### config.mk
export PLATFORM = sky130hd
export DESIGN_NAME = ps_hprescale
export DESIGN_NICKNAME = d
export VERILOG_FILES = /design/src/rtl/ps_hprescale_pkg.sv /design/src/rtl/ps_window_ctrl.sv /design/src/rtl/ps_chan_accum.sv /design/src/rtl/ps_restoring_div.sv /design/src/rtl/ps_gain_corr.sv /design/src/rtl/ps_hprescale.sv
export SDC_FILE = /design/constraint.sdc
export NUM_CORES = 1
export LEC_CHECK = 0
export BUFFER_PORTS_ARGS = -buffer_cell sky130_fd_sc_hd__buf_2
export CORE_AREA = 2 2 82 162
export DETAILED_ROUTE_END_ITERATION = 8
export DIE_AREA = 0 0 84 164
export GPL_TIMING_DRIVEN = 0
export PLACE_DENSITY = 0.75
export RECOVER_POWER = 50
export SLEW_MARGIN = 20
export SYNTH_ARGS = -nofsm -noshare
export SYNTH_HDL_FRONTEND = slang
export SYNTH_SLANG_ARGS = --single-unit
### constraint.sdc
create_clock -name clk -period 5.9 [get_ports clk]
set_clock_uncertainty 0.15 [all_clocks]
set_input_delay 1.18 -clock clk [delete_from_list [all_inputs] [get_ports clk]]
set_output_delay 1.18 -clock clk [all_outputs]
set_load 0.05 [all_outputs]
### src/rtl/ps_hprescale_pkg.sv
package ps_hprescale_pkg;

  localparam int PIX_W     = 8;
  localparam int LEN_W     = 6;
  localparam int SHIFT_W   = 3;
  localparam int UNITY_LOG = 6;
  localparam int GAIN_W    = LEN_W + 1;
  localparam int ACC_W     = PIX_W + LEN_W + 1;
  localparam int CORR_W    = UNITY_LOG + (1 << SHIFT_W);

  typedef struct packed {
    logic [LEN_W-1:0]   len;
    logic               wmode;
    logic [SHIFT_W-1:0] shift;
  } cfg_t;

  function automatic logic [GAIN_W-1:0] f_dc_gain(input logic [LEN_W-1:0] len,
                                                  input logic wmode);
    logic [GAIN_W-1:0] g;
    if (len == '0)
      g = GAIN_W'(1);
    else if (wmode)
      g = {len, 1'b0};
    else
      g = GAIN_W'(len) + GAIN_W'(1);
    return g;
  endfunction

  function automatic logic [SHIFT_W-1:0] f_eff_shift(input logic [LEN_W-1:0] len,
                                                     input logic [SHIFT_W-1:0] shift);
    return (len == '0) ? '0 : shift;
  endfunction

endpackage

### src/rtl/ps_window_ctrl.sv
module ps_window_ctrl
  import ps_hprescale_pkg::*;
(
  input  logic             clk,
  input  logic             rst_n,
  input  logic [LEN_W-1:0] cfg_len,
  input  logic             cfg_wmode,
  input  logic             in_valid,
  input  logic             in_sol,
  input  logic             in_eol,
  output logic             win_first,
  output logic             win_double,
  output logic             win_last,
  output logic             out_valid,
  output logic             out_eol
);

  logic [LEN_W-1:0] pos_q;
  logic [LEN_W-1:0] pos_d;
  logic [LEN_W-1:0] pos_eff;
  logic             at_end;
  logic             pos_en;
  logic             out_valid_d;
  logic             out_eol_d;

  always_comb begin
    pos_eff    = in_sol ? '0 : pos_q;
    win_first  = (pos_eff == '0);
    at_end     = (pos_eff == cfg_len);
    win_double = cfg_wmode && !win_first && !at_end;
    win_last   = at_end || in_eol;
    pos_en     = in_valid;
    pos_d      = win_last ? '0 : pos_eff + LEN_W'(1);
    out_valid_d = in_valid && win_last;
    out_eol_d   = in_valid && in_eol;
  end

  always_ff @(posedge clk or negedge rst_n) begin
    if (!rst_n) begin
      pos_q <= '0;
    end else if (pos_en) begin
      pos_q <= pos_d;
    end
  end

  always_ff @(posedge clk or negedge rst_n) begin
    if (!rst_n) begin
      out_valid <= 1'b0;
      out_eol   <= 1'b0;
    end else begin
      out_valid <= out_valid_d;
      out_eol   <= out_eol_d;
    end
  end

endmodule

### src/rtl/ps_chan_accum.sv
module ps_chan_accum
  import ps_hprescale_pkg::*;
(
  input  logic               clk,
  input  logic               rst_n,
  input  logic               in_valid,
  input  logic               win_first,
  input  logic               win_double,
  input  logic               win_last,
  input  logic [SHIFT_W-1:0] shift,
  input  logic [PIX_W-1:0]   pix_in,
  output logic [PIX_W-1:0]   pix_out
);

  logic [ACC_W-1:0] acc_q;
  logic [ACC_W-1:0] acc_d;
  logic [ACC_W-1:0] addend;
  logic [ACC_W-1:0] shifted;
  logic [PIX_W-1:0] pix_out_d;
  logic             acc_en;
  logic             out_en;
  logic             overflow;

  always_comb begin
    addend    = win_double ? (ACC_W'(pix_in) << 1) : ACC_W'(pix_in);
    acc_d     = (win_first ? '0 : acc_q) + addend;
    shifted   = acc_d >> shift;
    overflow  = |shifted[ACC_W-1:PIX_W];
    pix_out_d = overflow ? {PIX_W{1'b1}} : shifted[PIX_W-1:0];
    acc_en    = in_valid;
    out_en    = in_valid && win_last;
  end

  always_ff @(posedge clk or negedge rst_n) begin
    if (!rst_n) begin
      acc_q <= '0;
    end else if (acc_en) begin
      acc_q <= acc_d;
    end
  end

  always_ff @(posedge clk or negedge rst_n) begin
    if (!rst_n) begin
      pix_out <= '0;
    end else if (out_en) begin
      pix_out <= pix_out_d;
    end
  end

endmodule

### src/rtl/ps_restoring_div.sv
module ps_restoring_div #(
  parameter int NUM_W = 14,
  parameter int DEN_W = 7
) (
  input  logic             clk,
  input  logic             rst_n,
  input  logic             start,
  input  logic [NUM_W-1:0] numer,
  input  logic [DEN_W-1:0] denom,
  output logic             busy,
  output logic [NUM_W-1:0] quot
);

  localparam int CNT_W = $clog2(NUM_W + 1);

  logic [DEN_W-1:0] den_q,  den_d;
  logic [DEN_W-1:0] rem_q,  rem_d;
  logic [NUM_W-1:0] quo_d;
  logic [CNT_W-1:0] cnt_q,  cnt_d;
  logic             busy_d;
  logic [DEN_W:0]   rem_sh;
  logic             fits;

  always_comb begin
    rem_sh = {rem_q, quot[NUM_W-1]};
    fits   = (rem_sh >= {1'b0, den_q});
    den_d  = den_q;
    rem_d  = rem_q;
    quo_d  = quot;
    cnt_d  = cnt_q;
    busy_d = busy;
    if (start) begin
      den_d  = denom;
      rem_d  = '0;
      quo_d  = numer;
      cnt_d  = CNT_W'(NUM_W);
      busy_d = 1'b1;
    end else if (busy) begin
      rem_d  = fits ? DEN_W'(rem_sh - {1'b0, den_q}) : rem_sh[DEN_W-1:0];
      quo_d  = {quot[NUM_W-2:0], fits};
      cnt_d  = cnt_q - CNT_W'(1);
      busy_d = (cnt_q != CNT_W'(1));
    end
  end

  always_ff @(posedge clk or negedge rst_n) begin
    if (!rst_n) begin
      den_q <= '0;
      rem_q <= '0;
      quot  <= '0;
      cnt_q <= '0;
      busy  <= 1'b0;
    end else begin
      den_q <= den_d;
      rem_q <= rem_d;
      quot  <= quo_d;
      cnt_q <= cnt_d;
      busy  <= busy_d;
    end
  end

endmodule

### src/rtl/ps_gain_corr.sv
module ps_gain_corr
  import ps_hprescale_pkg::*;
(
  input  logic              clk,
  input  logic              rst_n,
  input  cfg_t              cfg,
  output logic              corr_valid,
  output logic [CORR_W-1:0] corr_value
);

  cfg_t               snap_q;
  logic               primed_q;
  logic               changed;
  logic               div_busy;
  logic [GAIN_W-1:0]  gain;
  logic [SHIFT_W-1:0] eff_shift;
  logic [CORR_W-1:0]  numer;

  always_comb begin
    changed   = !primed_q || (cfg != snap_q);
    gain      = f_dc_gain(cfg.len, cfg.wmode);
    eff_shift = f_eff_shift(cfg.len, cfg.shift);
    numer     = CORR_W'(1 << UNITY_LOG) << eff_shift;
  end

  always_ff @(posedge clk or negedge rst_n) begin
    if (!rst_n) begin
      snap_q   <= '0;
      primed_q <= 1'b0;
    end else if (changed) begin
      snap_q   <= cfg;
      primed_q <= 1'b1;
    end
  end

  ps_restoring_div #(
    .NUM_W (CORR_W),
    .DEN_W (GAIN_W)
  ) u_div (
    .clk   (clk),
    .rst_n (rst_n),
    .start (changed),
    .numer (numer),
    .denom (gain),
    .busy  (div_busy),
    .quot  (corr_value)
  );

  assign corr_valid = primed_q && !changed && !div_busy;

endmodule

### src/rtl/ps_hprescale.sv
module ps_hprescale
  import ps_hprescale_pkg::*;
(
  input  logic              clk,
  input  logic              rst_n,
  input  logic [LEN_W-1:0]  cfg_len,
  input  logic              cfg_wmode,
  input  logic [SHIFT_W-1:0] cfg_shift,
  input  logic              in_valid,
  input  logic              in_sol,
  input  logic              in_eol,
  input  logic [PIX_W-1:0]  in_luma,
  input  logic [PIX_W-1:0]  in_chroma,
  output logic              out_valid,
  output logic              out_eol,
  output logic [PIX_W-1:0]  out_luma,
  output logic [PIX_W-1:0]  out_chroma,
  output logic              corr_valid,
  output logic [CORR_W-1:0] corr_value
);

  localparam int NCH = 2;

  logic               win_first;
  logic               win_double;
  logic               win_last;
  logic [SHIFT_W-1:0] eff_shift;
  logic [PIX_W-1:0]   pix_in  [NCH];
  logic [PIX_W-1:0]   pix_out [NCH];
  cfg_t               cfg;

  assign eff_shift = f_eff_shift(cfg_len, cfg_shift);
  assign cfg.len   = cfg_len;
  assign cfg.wmode = cfg_wmode;
  assign cfg.shift = cfg_shift;

  assign pix_in[0]  = in_luma;
  assign pix_in[1]  = in_chroma;
  assign out_luma   = pix_out[0];
  assign out_chroma = pix_out[1];

  ps_window_ctrl u_win (
    .clk        (clk),
    .rst_n      (rst_n),
    .cfg_len    (cfg_len),
    .cfg_wmode  (cfg_wmode),
    .in_valid   (in_valid),
    .in_sol     (in_sol),
    .in_eol     (in_eol),
    .win_first  (win_first),
    .win_double (win_double),
    .win_last   (win_last),
    .out_valid  (out_valid),
    .out_eol    (out_eol)
  );

  for (genvar g = 0; g < NCH; g++) begin : g_chan
    ps_chan_accum u_acc (
      .clk        (clk),
      .rst_n      (rst_n),
      .in_valid   (in_valid),
      .win_first  (win_first),
      .win_double (win_double),
      .win_last   (win_last),
      .shift      (eff_shift),
      .pix_in     (pix_in[g]),
      .pix_out    (pix_out[g])
    );
  end

  ps_gain_corr u_corr (
    .clk        (clk),
    .rst_n      (rst_n),
    .cfg        (cfg),
    .corr_valid (corr_valid),
    .corr_value (corr_value)
  );

endmodule

-- Word-level counts from Yosys, hierarchy flattened
Cells that the tools add are included.
- shift-type cells: 3
- add/subtract/negate cells: 6
- reduce and logical (&&, ||, !) cells: 18
- multiplexer cells: 20
- eq/ne operators: 3
- order comparisons: 1
- operators by type and width (operator ; number):
    two-way mux 7 bit ; 5
    adder 15 bit ; 2
    two-way mux 15 bit ; 2
    >> shifter 15 x 3 -> 15 bit ; 2
    two-way mux 14 bit ; 2
    two-way mux 9 bit ; 2
    two-way mux 8 bit ; 2
    OR reduction 7 bit ; 2
    << shifter 7 x 3 -> 14 bit, first input constant ; 1
    zero test 6 bit ; 2
    two-way mux 6 bit ; 2
    inequality test 10 bit ; 1
    greater-or-equal comparator 8 x 7 -> 1 bit ; 1
    two-way mux 4 bit ; 2
    adder 6 x 1 -> 7 bit, second input constant ; 1
    subtractor 7 bit ; 1
    adder 6 x 1 -> 6 bit, second input constant ; 1
    == test 6 bit ; 1
    logical AND 1 bit ; 6
    zero test 1 bit ; 5
    inequality test 4 x 1 -> 1 bit, second input constant ; 1
    subtractor 4 x 1 -> 4 bit, second input constant ; 1
    two-way mux 3 bit ; 1
    logical OR 1 bit ; 2
    other kinds (2) ; 3
- logic and storage cells: 67
- bits in registers: 98
- input port bits: 31
- output and inout bits: 33

-- Longest topological paths before layout
- depth in word-level cells: 10
- mapped depth: 19
- mapped depth without buffers: 17

-- Modules after synthesis
From an unflattened synthesis, not the netlist that was laid out.
- cells, all modules: 895
- area, all modules: 8129.0 um^2
- modules (own cells, without submodules) (module ; instances ; cells an instance ; area each (um^2)):
    ps_chan_accum at g_chan[1].u_acc ; 1 ; 262 ; 2462.4
    ps_chan_accum at g_chan[0].u_acc ; 1 ; 280 ; 2423.6
    ps_restoring_div ; 1 ; 186 ; 1814.2
    ps_gain_corr ; 1 ; 86 ; 739.5
    ps_window_ctrl ; 1 ; 76 ; 650.6
    ps_hprescale ; 1 ; 5 ; 38.8

-- Least setup slack after synthesis
Ideal clock, no wire load.
- kind: input-to-reg
- from: input port in_sol
- to: register g_chan[1].u_acc.pix_out[3]
- slack: 0.007 ns
- cell stages on the path: 18
- arrival time: 5.595 ns
- required time: 5.602 ns
- library setup time: 0.148 ns
- cell sequence: clkbuf_1 nor2_1 inv_1 ha_1 o21a_1 clkbuf_1 a311oi_2 buf_2 mux2_2 fa_1 a211oi_2 nor3_1 o2111ai_1 xor2_1 o21ai_0 a221o_1 nor4_4 a221oi_1
- word-level cells in the longest chain between the ends: 10
- ends and longest elaborated chain (element ; RTL line ; text):
    from (decl) ; ps_hprescale.sv:10 ; input logic in_sol,
    two-way mux 6 bit (*) ; ps_window_ctrl.sv:27 ; pos_eff = in_sol ? '0 : pos_q;
    zero test 6 bit ; ps_window_ctrl.sv:28 ; win_first = (pos_eff == '0);
    zero test 1 bit ; ps_window_ctrl.sv:30 ; win_double = cfg_wmode && !win_first && !at_end;
    logical AND 1 bit (2 in a row) ; ps_window_ctrl.sv:30 ;
    two-way mux 9 bit ; ps_chan_accum.sv:25 ; addend = win_double ? (ACC_W'(pix_in) << 1) : ACC_W'(pix_in);
    adder 15 bit ; ps_chan_accum.sv:26 ; acc_d = (win_first ? '0 : acc_q) + addend;
    >> shifter 15 x 3 -> 15 bit ; ps_chan_accum.sv:27 ; shifted = acc_d >> shift;
    OR reduction 7 bit ; ps_chan_accum.sv:28 ; overflow = |shifted[ACC_W-1:PIX_W];
    two-way mux 8 bit ; ps_chan_accum.sv:29 ; pix_out_d = overflow ? {PIX_W{1'b1}} : shifted[PIX_W-1:0];
    to (signal assigned) ; ps_chan_accum.sv:46 ; pix_out <= pix_out_d;
    to (decl) ; ps_chan_accum.sv:12 ; output logic [PIX_W-1:0] pix_out
Mark *: on every way between the ends. The rest lies on a longest branch, timed or not.
A chain may end at the register's enable or synchronous reset.

-- Worst setup path in the final report
- from: input port in_sol
- to: register g_chan[0].u_acc.pix_out[6]
- word-level cells in the longest chain between the ends: 10
- ends and longest elaborated chain (element ; RTL line):
    two-way mux 6 bit (*) ; ps_window_ctrl.sv:27
    zero test 6 bit ; ps_window_ctrl.sv:28
    zero test 1 bit ; ps_window_ctrl.sv:30
    logical AND 1 bit (2 in a row) ; ps_window_ctrl.sv:30
    two-way mux 9 bit ; ps_chan_accum.sv:25
    adder 15 bit ; ps_chan_accum.sv:26
    >> shifter 15 x 3 -> 15 bit ; ps_chan_accum.sv:27
    OR reduction 7 bit ; ps_chan_accum.sv:28
    two-way mux 8 bit ; ps_chan_accum.sv:29
    to (signal assigned) ; ps_chan_accum.sv:46
    to (decl) ; ps_chan_accum.sv:12
Marked as above.

==> summary by stage <==
Worst setup path
The logic depth of the worst register-to-register path is 19. Walking the worst path, the cells encountered are buf_2 -> nor2_1 -> inv_1 -> ha_1 -> o21a_1 -> buf_4 -> a311oi_4 -> buf_6 -> mux2_2 -> ha_1 -> a21o_1 -> nand4_1 -> a211o_4 -> a211oi_2 -> nor2_1 -> o211ai_2 -> nor4_4 -> buf_4 -> a221oi_1. The total buffers and inverters traversed by the critical path is 5.

Following the worst setup path forward leads to its endpoint at g_chan[0].u_acc.pix_out[6]. The type of origin of the critical path is a primary input. Among all stages on the critical path, the largest delay is contributed by a211o_4. The cell family with the largest share of critical-path delay is compound AO/OA/AOI/OAI gates. The data arrival time of the critical path is around 5.9 ns. The endpoint of the worst-slack reg-to-reg timing path is g_chan[0].u_acc.pix_out[6]. Tracing the worst setup path back leads to its startpoint at in_sol. The logic depth of the worst path, buffers included is 19. The worst setup path is of the in2reg kind. In this run the critical register-to-register path is launched from u_win.pos_q[0]. The reg2reg setup slack is 0.65 ns. The worst stage delay on the critical path is 0.47 ns. Of all nets on the critical path, the largest fanout is 13.

Data on the critical path is required at its endpoint by 5.99 ns. The kind of end point of the critical path is a register.

Global route
The wire length of the first global-routing pass is around 35000 um. The number of global-route vias before repair is 7076. The number of antenna violations at the first check in global routing is 0. Entering global routing, the biggest net connects 75 pins.

After global routing the overflow that remains totals 0. The total routing resource utilization after global routing is 32.64%.

Placed design
The total half-perimeter wirelength after legalization and detailed placement is 17000 um. Routability-driven placement finished with a final weighted congestion of 0.9342. The count of buffers added on input and output ports is 61.

Synthesis
The synthesized design contains 98 register bits. Synthesis produced a netlist with a net count of 896. The number of instances in the synthesized netlist is around 830. For this run, asynchronously set or reset flops after synthesis account for 100.0%. The synthesized netlist occupies a cell area of approximately 7300 um2. Summed over its instances, the top area cell type makes up 33.46% of the synthesized netlist area. The number of enable-type register cells in the synthesized netlist is 0. The count of cell types in the netlist is about 80. In the synthesized netlist the dominant register cell turns out to be dfrtp_1. Ranked by total cell area, the synthesized netlist is headed by dfrtp_1 (33%), mux2_2 (5.8%), ha_1 (5.3%). Each instance of the synthesized netlist takes up on average around 8.8 um2. During synthesis, Yosys emitted a total of 0 warnings. Of all cell types, the one taking the most synthesized area is dfrtp_1. For this run, the register share of the synthesized area comes to 33.46%.

Power
The share of total power dissipated in the clock network is 26.1%. In this run switching power makes up approximately 40% of total power. The total internal power is 1.357 mW. Per report_power, the sequential group accounts for a little over a third of the total. The part of the power in combinational logic is 38.0%.

Dividing total power by cell area gives a power density of 271.4 nW/um2. Across the VDD grid, the largest voltage drop is ~0.24 mV. The total net switching power is 0.8957 mW. Summed over all cells, the static leakage comes to 3.679 nW.

Detailed routing
The total iterations of the first detailed-routing run is 6. The DRC violation count after routing is 0. The routed design has between 20000 and 25000 um of wire. Using the TritonRoute via totals, the vias-per-cell ratio works out to 6.391. The vias after detailed routing is 6813. After detailed routing, the average wire length per cell comes to ~21 um. The first-iteration detailed-routing DRC count is 479.

The count of nets left with antenna violations after detail routing is 0.

Timing
The clock period minus final worst setup slack is 5.794 ns. The final-report hold violation count came to 0. The upper clock frequency limit is 0.1726 GHz. The setup TNS is 0 ns. The final worst hold slack is ~0.33 ns. For the pin with the worst max-slew slack, the measured transition is 1.868 ns. After layout, the worst path uses roughly 100% of the clock period. The worst slew slack as a fraction of its limit is -24.51%. The final setup violation count is 0. The number of slew-limit violations in the final report was 75.

Clock network
In this run the number of H-tree levels came out at 3. In this run the deepest clock path goes through 2 buffers. CTS saw 98 sinks.

Clock-pin slew was measured on the worst setup and hold paths at 0.08 ns. Buffers inserted during clock tree synthesis total 9. The master cell of the clock root buffer is clkbuf_16. The clock reaches the later pin of the worst-skew pair after 0.35 ns. The CTS tree is built. The number of buffers inserted for hold repair after clock tree synthesis is 0.

Floorplan
The x dimension of the die is around 84 um. The core region is 12550 um2. The boundary pin count is between 60 and 70. The effective utilization at floorplan is between 50% and 60%.

The overall die height is ~160 um. After floorplanning, the core was divided into 58 placement rows. The full die area is 13780 um2.

Run status
The checks that failed: max-capacitance violations, max-slew violations. The run finished, with violations left.

Final layout
Compared with the post-synthesis result, the final layout area differs by 13.25%. The repair_antennas step left the layout with diodes totalling 0. For this run, the post-layout net count is 976. The share of cells above drive strength 1 is 19.21%.

Flow run
The tool flagged a number of max-cap violations equal to 1.

Min path
The type of the tightest min-delay check is reg2reg. Along the worst hold path, the cell count comes to 2.
[metal layers]
layer | global-route usage (%) | routed length (um) | vias up
li1 | - | - | 3169
met1 | 31.71 | 7278 | 3328
met2 | 62.33 | 12380 | 239
met3 | 3.266 | 863 | 77
met4 | 24.05 | 1656 | 0
met5 | 0 | 0 | -
[worst min path at each step]
stage	from	end	slack, ns
final	g_chan[1].u_acc.acc_q[5]	g_chan[1].u_acc.acc_q[5]	0.33
after global routing	g_chan[0].u_acc.acc_q[5]	g_chan[0].u_acc.acc_q[5]	0.36
after CTS	g_chan[1].u_acc.acc_q[5]	g_chan[1].u_acc.acc_q[5]	0.33
after detailed placement	g_chan[1].u_acc.acc_q[5]	g_chan[1].u_acc.acc_q[5]	0.32
after global placement	g_chan[0].u_acc.acc_q[7]	g_chan[0].u_acc.acc_q[7]	0.31
after floorplan	g_chan[0].u_acc.acc_q[7]	g_chan[0].u_acc.acc_q[7]	0.29
[area by class of cell]
class | count | area, um2
Clock buffer | 10 | 239.0
Inverter | 25 | 93.84
Tap cell | 150 | 187.7
Sequential cell | 98 | 2452
Clock inverter | 6 | 56.30
Fill cell | 1139 | 4255
Buffer | 60 | 257.7
Timing Repair Buffer | 71 | 372.9
Multi-Input combinational cell | 646 | 4639
[power by group through the flow]
stage | sequential [mW] | clock, mW | combinational [mW]
4_1_cts | 0.808 | 0.597 | 0.841
3_3_place_gp | 0.816 | 0 | 0.803
2_1_floorplan | 0.930 | 0 | 0.465
5_1_grt | 0.818 | 0.622 | 0.916
6_report | 0.809 | 0.587 | 0.856
3_5_place_dp | 0.821 | 0 | 0.823
[through the flow]
stage	instances	total power, mW	utilization (%)	setup WS (ns)	area [um2]
floorplan	831	1.396	-	0.007106	7328
detailed placement	1043	1.644	62.57	-1.592	7855
global placement	1042	1.619	62.30	-1.456	7821
global route	1066	2.356	66.11	-0.01376	8299
finish	1066	2.252	66.11	0.1057	8299
CTS	1064	2.246	65.88	0.0009051	8270
[state kept, by name, indices dropped and copies added, names as in the netlist, 4 cells and up]
name                  cells
u_corr.snap_q            10
u_corr.u_div.cnt_q        4
g_chan.u_acc.pix_out     16
u_corr.u_div.quot        14
u_win.pos_q               6
u_corr.u_div.den_q        7
g_chan.u_acc.acc_q       30
u_corr.u_div.rem_q        7
[cells in the mapped netlist, drive strengths merged, types with 6 or more instances]
cell type   n
inv        25
dfrtp      98
a211oi     21
nor2       78
a21o       16
o2111ai     6
mux2       38
nand3      24
mux2i      29
nor3       14
clkbuf     41
nand2b     11
xnor2      29
a21oi      41
a31oi       6
nor2b       6
nand4      12
o21a        7
and2       23
nand2      78
ha         31
a221oi     10
o21ai      53
o22ai       6
o31ai       7
buf        21
xor2       11
o211ai     18
[logic make-up (layout without fill, tap and decap cells)]
| family | after synthesis | in the layout | share of synthesized area [%] |
|---|---|---|---|
| XOR/XNOR | 40 | 40 | 4.781 |
| AND/OR/NAND/NOR | 277 | 277 | 19.11 |
| AO/OA/AOI/OAI | 227 | 227 | 21.74 |
| buffers and inverters | 87 | 172 | 4.951 |
| multiplexers | 67 | 67 | 9.800 |
| flip-flops | 98 | 98 | 33.46 |
| adder cells (fa/ha/maj) | 34 | 34 | 6.112 |
| other | 1 | 1 | 0.05117 |
[timing repair]
| action | CTS | global route |
|---|---|---|
| pin swaps | 7 | 7 |
| buffers inserted | 6 | 3 |
| endpoints found under the setup margin | 18 | 16 |
| resized for setup | 16 | 14 |
[cells in the final DEF, fill, tap and decap left out, drive strengths merged, types with 10 or more instances in the layout]
master,instances
a211oi,21
a21o,16
a21oi,41
a221oi,10
and2,23
buf,78
clkbuf,63
dfrtp,98
ha,31
inv,28
mux2,38
mux2i,29
nand2,78
nand2b,11
nand3,24
nand4,12
nor2,78
nor3,14
o211ai,18
o21ai,53
xnor2,29
xor2,11
[tightest hold or removal path, stage by stage, from the launching register on]
cell     delay (ns)
dfrtp_1        0.34
nand2_1        0.04
o21ai_0        0.06
Power figures use the tool's default switching activity.
